$ cat config.mk
export PLATFORM = sky130hd
export DESIGN_NAME = tx_backoff_sched
export DESIGN_NICKNAME = d
export VERILOG_FILES = /design/src/rtl/tx_bo_pkg.sv /design/src/rtl/tx_bo_rng.sv /design/src/rtl/tx_bo_calc.sv /design/src/rtl/tx_bo_wait.sv /design/src/rtl/tx_backoff_sched.sv
export SDC_FILE = /design/constraint.sdc
export NUM_CORES = 1
export LEC_CHECK = 0
export BUFFER_PORTS_ARGS = -buffer_cell sky130_fd_sc_hd__buf_4
export CAP_MARGIN = 10
export CORE_UTILIZATION = 49
export CTS_BUF_LIST = sky130_fd_sc_hd__clkbuf_8 sky130_fd_sc_hd__clkbuf_16
export DETAILED_ROUTE_END_ITERATION = 8
export PLACE_DENSITY = 0.72
export SLEW_MARGIN = 20
export SYNTH_ARGS = -nofsm -noshare
export SYNTH_HDL_FRONTEND = slang
export SYNTH_SLANG_ARGS = --single-unit
$ cat constraint.sdc
create_clock -name clk_i -period 13.7 [get_ports clk_i]
set_input_delay 2.74 -clock clk_i [delete_from_list [all_inputs] [get_ports clk_i]]
set_output_delay 2.74 -clock clk_i [all_outputs]
set_load 0.05 [all_outputs]
$ cat src/rtl/tx_bo_pkg.sv
package tx_bo_pkg;
  typedef enum logic [1:0] {
    ST_IDLE  = 2'd0,
    ST_WAIT  = 2'd1,
    ST_TX    = 2'd2,
    ST_RETRY = 2'd3
  } bo_state_e;
endpackage

$ cat src/rtl/tx_bo_rng.sv
module tx_bo_rng #(
  parameter int unsigned RW   = 16,
  parameter int unsigned SEED = 16'hACE1,
  parameter int unsigned RMUL = 2053,
  parameter int unsigned RADD = 13849
) (
  input  logic          clk_i,
  input  logic          rst_ni,
  input  logic          adv_i,
  output logic [RW-1:0] nxt_o
);
  localparam logic [RW-1:0] MUL = RW'(RMUL);
  localparam logic [RW-1:0] ADD = RW'(RADD);
  localparam logic [RW-1:0] INI = RW'(SEED);

  logic [RW-1:0] r_q;

  assign nxt_o = r_q * MUL + ADD;

  always_ff @(posedge clk_i or negedge rst_ni) begin
    if (!rst_ni)    r_q <= INI;
    else if (adv_i) r_q <= nxt_o;
  end

  // state moves to the advertised next value only when advanced
  a_r3_rng_step: assert property (@(posedge clk_i) disable iff (!rst_ni)
    adv_i |=> r_q == $past(nxt_o));
endmodule

$ cat src/rtl/tx_bo_calc.sv
module tx_bo_calc #(
  parameter int unsigned LW = 16,
  parameter int unsigned RW = 16,
  parameter int unsigned TW = 16,
  parameter int unsigned MB = 8,
  parameter int unsigned CW = 17
) (
  input  logic [LW-1:0] cur_i,
  input  logic [RW-1:0] rnd_i,
  input  logic [TW-1:0] time_i,
  input  logic [TW-1:0] last_i,
  input  logic [TW-1:0] gap_i,
  output logic          ovf_o,
  output logic [LW-1:0] new_load_o,
  output logic [CW-1:0] wait_o
);
  logic [MB-1:0] mask;
  logic [TW-1:0] elapsed, short;

  assign new_load_o = {cur_i[LW-2:0], 1'b1};
  assign ovf_o      = cur_i[LW-1];
  assign mask       = cur_i[MB-1:0] & rnd_i[RW-1 -: MB];
  assign elapsed    = time_i - last_i;
  assign short      = gap_i - elapsed;

  // wait counted in 16 us ticks, both sources doubled from 32 us units
  always_comb begin
    if (mask != '0)           wait_o = CW'({mask, 1'b0});
    else if (elapsed < gap_i) wait_o = CW'({short, 1'b0});
    else                      wait_o = '0;
  end
endmodule

$ cat src/rtl/tx_bo_wait.sv
module tx_bo_wait #(
  parameter int unsigned CW = 17
) (
  input  logic          clk_i,
  input  logic          rst_ni,
  input  logic          start_i,
  input  logic [CW-1:0] len_i,
  input  logic          tick_i,
  output logic          active_o,
  output logic          fire_o
);
  logic [CW-1:0] cnt_q;

  assign active_o = cnt_q != '0;
  assign fire_o   = tick_i && cnt_q == CW'(1);

  always_ff @(posedge clk_i or negedge rst_ni) begin
    if (!rst_ni)                 cnt_q <= '0;
    else if (start_i)            cnt_q <= len_i;
    else if (tick_i && active_o) cnt_q <= cnt_q - CW'(1);
  end

  // a new wait never starts over a running one
  a_r6_single_wait: assert property (@(posedge clk_i) disable iff (!rst_ni)
    start_i |-> cnt_q == '0);
endmodule

$ cat src/rtl/tx_backoff_sched.sv
module tx_backoff_sched
  import tx_bo_pkg::*;
#(
  parameter int unsigned LW   = 16,
  parameter int unsigned RW   = 16,
  parameter int unsigned TW   = 16,
  parameter int unsigned MB   = 8,
  parameter int unsigned SEED = 16'hACE1
) (
  input  logic          clk_i,
  input  logic          rst_ni,
  input  logic          req_i,
  input  logic [15:0]   load_i,
  input  logic [15:0]   min_gap_i,
  input  logic [15:0]   time_i,
  input  logic          tick_i,
  input  logic          tx_end_i,
  input  logic          tx_coll_i,
  input  logic          tx_fail_i,
  output logic [15:0]   load_o,
  output logic          load_we_o,
  output logic          go_o,
  output logic          ovf_o
);
  localparam int unsigned CW = ((TW > MB) ? TW : MB) + 1;

  bo_state_e     state_q;
  logic [LW-1:0] load_q, cur, new_load;
  logic [TW-1:0] last_q;
  logic [RW-1:0] rnd_nxt;
  logic [CW-1:0] wait_len;
  logic          eval, ovf, wait_start, wait_fire, wait_act;

  assign eval       = (state_q == ST_IDLE && req_i) || state_q == ST_RETRY;
  assign cur        = (state_q == ST_RETRY) ? load_q : LW'(load_i);
  assign wait_start = eval && !ovf && wait_len != '0;
  assign load_o     = 16'(load_q);

  tx_bo_rng #(.RW(RW), .SEED(SEED)) u_rng (
    .clk_i (clk_i),
    .rst_ni(rst_ni),
    .adv_i (eval),
    .nxt_o (rnd_nxt)
  );

  tx_bo_calc #(.LW(LW), .RW(RW), .TW(TW), .MB(MB), .CW(CW)) u_calc (
    .cur_i     (cur),
    .rnd_i     (rnd_nxt),
    .time_i    (TW'(time_i)),
    .last_i    (last_q),
    .gap_i     (TW'(min_gap_i)),
    .ovf_o     (ovf),
    .new_load_o(new_load),
    .wait_o    (wait_len)
  );

  tx_bo_wait #(.CW(CW)) u_wait (
    .clk_i   (clk_i),
    .rst_ni  (rst_ni),
    .start_i (wait_start),
    .len_i   (wait_len),
    .tick_i  (tick_i && state_q == ST_WAIT),
    .active_o(wait_act),
    .fire_o  (wait_fire)
  );

  always_ff @(posedge clk_i or negedge rst_ni) begin
    if (!rst_ni) begin
      state_q   <= ST_IDLE;
      load_q    <= '0;
      last_q    <= '0;
      load_we_o <= 1'b0;
      go_o      <= 1'b0;
      ovf_o     <= 1'b0;
    end else begin
      load_we_o <= 1'b0;
      go_o      <= 1'b0;
      ovf_o     <= 1'b0;
      if (eval) begin
        load_q    <= new_load;
        load_we_o <= 1'b1;
        if (ovf) begin
          ovf_o   <= 1'b1;
          state_q <= ST_IDLE;
        end else if (wait_len == '0) begin
          go_o    <= 1'b1;
          state_q <= ST_TX;
        end else begin
          state_q <= ST_WAIT;
        end
      end else begin
        unique case (state_q)
          ST_WAIT: if (wait_fire) begin
            go_o    <= 1'b1;
            state_q <= ST_TX;
          end
          ST_TX: if (tx_end_i) begin
            if (tx_coll_i) state_q <= ST_RETRY;
            else begin
              if (!tx_fail_i) last_q <= TW'(time_i);
              state_q <= ST_IDLE;
            end
          end
          default: ;
        endcase
      end
    end
  end

  a_r6_go_single: assert property (@(posedge clk_i) disable iff (!rst_ni)
    go_o |=> !go_o);
  a_r2_ovf_no_go: assert property (@(posedge clk_i) disable iff (!rst_ni)
    ovf_o |-> load_we_o && !go_o);
  a_r1_load_lsb: assert property (@(posedge clk_i) disable iff (!rst_ni)
    load_we_o |-> load_o[0]);
  a_r10_busy_no_eval: assert property (@(posedge clk_i) disable iff (!rst_ni)
    (state_q == ST_WAIT) |=> !load_we_o);
  a_r6_wait_tracks_state: assert property (@(posedge clk_i) disable iff (!rst_ni)
    (state_q == ST_WAIT) |-> wait_act);
endmodule

==> results.md, run 1 <==
* CTS Buf Count at 9
* Die area at around 14000 sq um
* Slew Limit Fails at 0
* CP max FO at 16
* Std-Cell Rows at about 40
* Sink Count at 70
* Largest net degree at the start of global routing at ~70
* 1st-iter DRT viols at about 300
* Wirelength per Cell at roughly 15 microns
* CP startpoint kind: input pin
* Starting Density at 50.8%
* Slew @ Worst Pin at approximately 0.92 ns
* Chip Width at ~120 microns
* CTS resizes at 0
* Slowest Stage Delay on Critical Path at 0.76 ns
* Residual DRC at 0
* Synth warn at 0
* Slew margin rel. at 38.8%
* FILL cells at ~1200
* DIE HEIGHT at 117 microns
* Mapped Nets at 871
* # Post-CTS Setup Buffers at 0
* FMAX at 122 MHz
* Worst hold path type: flip-flop to flip-flop
* # hold bufs at CTS at 0
* Layout cell share with drive strength beyond 1 at 16.8%
* Number of global-route vias before repair at 5386
* Synth-to-Final Area Change at 14.9%
* Register area at roughly 1800 sq um
* Avg Cell Area, Syn at 8.90 sq um
* Total routed wirelength at 14800 microns
* Total Routing Usage GR at approximately a quarter
* Placed Cells at roughly 950
* Library cells used by synthesis at 84
* Most frequent cells after synthesis: ha_1 (81), nand2_1 (71), dfrtp_1 (62), inv_1 (54), nor2_1 (50)
* CORE AREA at roughly 13000 sq um
* Setup TNS at 0 ns
* Antenna-violating nets left at 0
* Syn Std Cell Area at 6460 sq um
* Post-synth EDFFs at 0
* H-tree depth at 3
* Async SR Flop Fraction at 100%
* Synth area leaders: dfrtp_1 (24%), ha_1 (16%), nand2_1 (4.1%), o21ai_0 (3.8%), mux2i_1 (3.6%)
* Critical path class: input pin to flip-flop
* CTS Buffer Depth at 2
* Critical Path RT at 13.93 ns
* Critical path, cell by cell: buf_4 > inv_1 > ha_1 > fa_1 > nor2b_1 > o21ai_0 > a21boi_0 > o21ai_0 > a21oi_1 > o2111ai_1 > and3_1 > o41ai_1 > a21oi_1 > xor2_1 > ha_1 > or4_1 > nand3_1 > nor3b_1 > nor4b_4 > a211oi_2 > a211oi_2 > nand2b_1 > mux2_4
* Number of max-cap violations at 0
* # setup viols final at 0
* Drt first pass iters at 5
* Port Buffers at 73
* Via count at 5396
* Later-pin clock latency in the skew report at 0.35 ns
* Share of the synthesized area in the top cell type at 24.0%
* RSZ-0062 raised after global routing: no
* Footprint of the multi-input gates at about 4400 sq um
* Vias per cell at 5.57
* Final min period at around 8.2 ns
* Critical path capture point type: flip-flop
* Cell count after synthesis at 726
* Top_reg_cell synth: dfrtp_1
* FF+latch count, synth at 70
* Ant. Diodes at 0
* Family with the most delay on the worst path: simple AND/OR/NAND/NOR gates
* Status: completed
* Arrival @ worst endpoint at 8.42 ns
* Clk slew on worst S/H paths at 0.07 ns
* Root Buffer: clkbuf_16
* Area leader, netlist: dfrtp_1
* Crit path buffers/inverters at 2
* Hpwl dp at between 10000 and 15000 microns
* Final hold vios at 0
* Final net count at 937
* Count leader, synth: ha_1
* Non-filler cells, final at 969
* Top-Level Pins at 74
* Grt total ovfl at 0
* Clock Skew at 0.00726 ns
* CTS tree: yes
* Sequential area share after synthesis at a little over a quarter
* Antenna violations before repair at 0
* Tcrit/Tclk final at 59.8%
* Gp weighted congestion at approximately 0.86
* Global-route wire length before repair at between 20000 and 25000 microns
* Slowest cell on the critical path: nand2b_1
[worst reg2reg max path, stage by stage, from the launching register on]
cell	delay [ns]
dfrtp_1	0.39
ha_1	0.22
fa_1	0.42
nor2b_1	0.14
o21ai_0	0.11
a21boi_0	0.24
o21ai_0	0.13
a21oi_1	0.21
o2111ai_1	0.17
and3_1	0.19
o41ai_1	0.36
a21oi_1	0.13
xor2_1	0.16
ha_1	0.40
or4_1	0.57
nand3_1	0.10
nor3b_1	0.09
nor4b_4	0.31
a211oi_2	0.12
a211oi_2	0.38
nand2b_1	0.76
mux2_4	0.35
[state kept, by name (all words and copies together) (netlist names)]
register,count
last_q,16
go_o,1
ovf_o,1
u_wait.cnt_q,17
load_o,16
load_we_o,1
state_q,2
u_rng.r_q,16
[path summary, 6_finish.rpt]
path / startpoint / endpoint / slack [ns] / depth (start not counted)
worst max-delay path: time_i[0] / u_wait.cnt_q[7] / 5.51 / 23
worst min-delay path: u_rng.r_q[14] / u_rng.r_q[14] / 0.50 / 2
max in group asynchronous: rst_ni / u_wait.cnt_q[13] / 10.58 / 1
min in group asynchronous: rst_ni / u_rng.r_q[2] / 2.53 / 1
worst min register to register: u_rng.r_q[14] / u_rng.r_q[14] / 0.50 / 2
worst max register to register: last_q[0] / u_wait.cnt_q[7] / 7.63 / 21
[routing by layer]
layer / GRT usage [%] / vias to the layer above / part of all wire [%]
met4: 8.86 / 0 / 1.8
met3: 3.40 / 20 / 4.2
met5: 0 / - / 0
met2: 40.7 / 119 / 48
li1: - / 2714 / -
met1: 29.8 / 2543 / 46
[logic make-up after synthesis]
kind of cell	Yosys count	share of synthesized area, %
and+or+nand+nor	241	18.9
xor gates and xnor gates	51	7.12
adders and majority gates	90	18.5
buffers and inverters	75	4.80
muxes	32	5.36
DFF	70	27.3
AOI/OAI and AO/OA	167	18.1
[area by class of cell]
type	instances	share of cell area, %
tap	172	2.90
clock buffer	9	3.03
timing repair buffer	75	7.58
clock inverter	7	0.775
inverter	55	2.78
sequential	70	23.7
multi-input combinational	581	59.2
[cell usage in the layout (no fill, tap or decap), drive strengths merged, types with 6 or more instances in the layout]
| cell type | synthesis | layout |
|---|---|---|
| a211oi | 8 | 8 |
| a21o | 14 | 14 |
| a21oi | 40 | 40 |
| and2 | 7 | 7 |
| and3 | 8 | 8 |
| buf | 6 | 75 |
| clkbuf | 14 | 9 |
| dfrtp | 62 | 62 |
| dfstp | 8 | 8 |
| fa | 9 | 9 |
| ha | 81 | 81 |
| inv | 54 | 57 |
| mux2 | 9 | 9 |
| mux2i | 23 | 23 |
| nand2 | 72 | 72 |
| nand2b | 15 | 15 |
| nand3 | 17 | 17 |
| nand4 | 6 | 6 |
| nor2 | 50 | 50 |
| nor2b | 11 | 11 |
| nor3 | 24 | 24 |
| o21a | 6 | 6 |
| o21ai | 52 | 52 |
| xnor2 | 24 | 24 |
| xor2 | 26 | 26 |
[metrics by stage]
step           setup WS [ns]  hold WS [ns]  area [sq um]  util [%]
4_1_cts                 5.59         0.497          7420      58.4
3_3_place_gp            5.53         0.478          7140      56.1
2_1_floorplan           6.33         0.454          6460         -
3_5_place_dp            5.22         0.484          7140      56.1
5_1_grt                 5.20         0.519          7420      58.4
6_report                5.51         0.502          7420      58.4
Power of run 1 is left out: the tool's default activity adds up to more than one toggle a clock period on the data nets, which glitch-free logic cannot reach.
==> run 2, diff against run 1 <==
--- a/config.mk
+++ b/config.mk
@@ -10,7 +10,7 @@
 export CORE_UTILIZATION = 49
 export CTS_BUF_LIST = sky130_fd_sc_hd__clkbuf_8 sky130_fd_sc_hd__clkbuf_16
 export DETAILED_ROUTE_END_ITERATION = 8
-export PLACE_DENSITY = 0.72
+export PLACE_DENSITY = 0.74
 export SLEW_MARGIN = 20
 export SYNTH_ARGS = -nofsm -noshare
 export SYNTH_HDL_FRONTEND = slang
==> constraint.sdc (replaced) <==
create_clock -name clk_i -period 7.2 [get_ports clk_i]
set_input_delay 1.44 -clock clk_i [delete_from_list [all_inputs] [get_ports clk_i]]
set_output_delay 1.44 -clock clk_i [all_outputs]
set_load 0.05 [all_outputs]
==> run 2 against run 1 <==
  * First-iteration DRC count down 9.7%
  * Critical path depth up 1
  * Worst setup slack worse by 5.0 ns
  * Sequential share of layout area is 0.11 points lower
  * Global-route usage grew 0.053 points
  * Non-clock buffer count is 2 higher
  * Hold slack got worse by 0.0071 ns
  * Count of clock-buffer cells in the layout up 1
==> results.md, run 2 (synthesis results as in run 1) <==
* Residual DRC at 0
* Worst Hold Path Cells at 1
* Slowest Stage Delay on Critical Path at 0.54 ns
* CTS resizes at 0
* # setup viols final at 0
* # Post-CTS Setup Buffers at 0
* CP max FO at 9
* Drt first pass iters at 4
* Synth-to-Final Area Change at 15.4%
* Most frequent cells in the layout: ha_1 (81), buf_4 (77), nand2_1 (71)
* Chip Width at 117 microns
* Largest net degree at the start of global routing at a little over 70
* Antenna-violating nets left at 0
* Antenna violations before repair at 0
* Final hold vios at 0
* Status: completed
* Top-Level Pins at 74
* RSZ-0062 raised after global routing: no
* Number of global-route vias before repair at 5412
* Wirelength per Cell at 15.3 microns
* CTS tree: yes
* CTS Buf Count at 9
* DIE HEIGHT at 117 microns
* # hold bufs at CTS at 0
* Tcrit/Tclk final at 92.9%
* Vias per cell at 5.55
* Largest register by flop count: u_wait.cnt_q
* Final Util at 58.6%
* Std-Cell Rows at 41
* Sink Count at 70
* Critical Path RT at around 7.4 ns
* CP startpoint kind: input pin
* Total Routing Usage GR at 23.6%
* FMAX at 150 MHz
* WHS Endpoint: load_o[0]
* Ant. Diodes at 0
* Slowest cell on the critical path: or4_1
* R2R cell count at 22
* Max reg flops at 17
* Via count at between 5000 and 6000
* Slew margin rel. at 39.0%
* Die area at 13700 sq um
* FILL cells at 1139
* Slew Limit Fails at 0
* Reg-to-reg endpoint: u_wait.cnt_q[8]
* Placed cell area at 7160 sq um
* Starting Density at just over 50%
* Root Buffer: clkbuf_16
* Global-route wire length before repair at 25000 microns
* Final Cell Area at 7460 sq um
* Clock Skew at about 0.009 ns
* Reg-to-reg startpoint: last_q[0]
* Clk slew on worst S/H paths at 0.06 ns
* Non-filler cells, final at slightly below 1000
* Reg2reg setup slack at 1.35 ns
* Grt total ovfl at 0
* Final net count at 939
* Arrival @ worst endpoint at 6.92 ns
* Hpwl dp at 11500 microns
* Commonest non-fill, non-tap cell in the layout: ha_1
* Critical path, cell by cell: buf_4 > inv_1 > ha_1 > fa_1 > nor2b_1 > o21ai_0 > a21boi_0 > o21ai_0 > a21oi_1 > o2111ai_1 > and3_1 > o41ai_1 > a21oi_1 > xor2_1 > ha_1 > or4_1 > nand3_1 > nor3b_1 > nor4b_4 > a211oi_2 > a211oi_2 > nand2b_1 > buf_4 > mux2_4
* H-tree depth at 3
* Placed Cells at 955
* Final min period at 6.69 ns
* Number of max-cap violations at 0
* Total routed wirelength at between 10000 and 15000 microns
* Gp weighted congestion at 0.868
* 1st-iter DRT viols at 279
* Slew @ Worst Pin at between 0.9 and 1 ns
* Setup TNS at 0 ns
* CORE AREA at 12700 sq um
* Critical path class: input pin to flip-flop
* Min-Delay Startpoint: load_o[0]
* Layout cell share with drive strength beyond 1 at 16.9%
* Port Buffers at 73
* Worst hold path type: flip-flop to flip-flop
* Later-pin clock latency in the skew report at 0.35 ns
* Critical path capture point type: flip-flop
* CTS Buffer Depth at 2
[run 2: cell types whose count changed in the layout (fill, tap and decap cells not counted)]
cell        delta
buf_4          +2
inv_1          +1
inv_6          -3
clkinvlp_4     -2
bufinv_16      +1
clkinv_4       +1
clkinv_2       +1
clkbuf_8       +1
[run 2: final cells by class]
class	instances	area, sq um	share of cell area, %
flip-flops and latches	70	1760	23.6
clock inverters	6	63.8	0.855
repair buffers	77	578	7.75
inverters	55	206	2.77
well taps	172	215	2.88
multi-input cells	581	4400	58.9
clock buffers	10	239	3.20
[run 2: critical path: cells and delay by family]
family,cells,cell delay [ns]
AO/OA/AOI/OAI,9,1.91
AND/OR/NAND/NOR,7,1.68
adder cells (fa/ha/maj),3,1.02
buffers and inverters,3,0.36
multiplexers,1,0.31
XOR/XNOR,1,0.16
[run 2: metrics by stage]
stage	setup slack (ns)	hold WS (ns)
2_1_floorplan	1.13	0.454
3_3_place_gp	0.550	0.477
3_5_place_dp	0.242	0.488
4_1_cts	0.577	0.498
5_1_grt	0.117	0.523
6_report	0.515	0.495
[run 2: worst max path at each step]
stage,startpoint,end,slack (ns)
finish,time_i[0],u_wait.cnt_q[8],0.51
global route,time_i[0],u_wait.cnt_q[10],0.12
CTS,time_i[0],u_wait.cnt_q[8],0.58
detailed placement,time_i[0],u_wait.cnt_q[8],0.24
global placement,time_i[0],u_wait.cnt_q[11],0.55
floorplan,time_i[0],u_wait.cnt_q[11],1.13
[run 2: per-layer routing]
layer  track usage (%)  routed length (microns)  vias to the layer above
li1                  -                        -                     2724
met1              29.7                     7020                     2542
met2              40.4                     6950                      104
met3              3.66                      526                       21
met4              9.45                      322                        0
met5                 0                        0                        -
Power of run 2 is left out for the same reason.
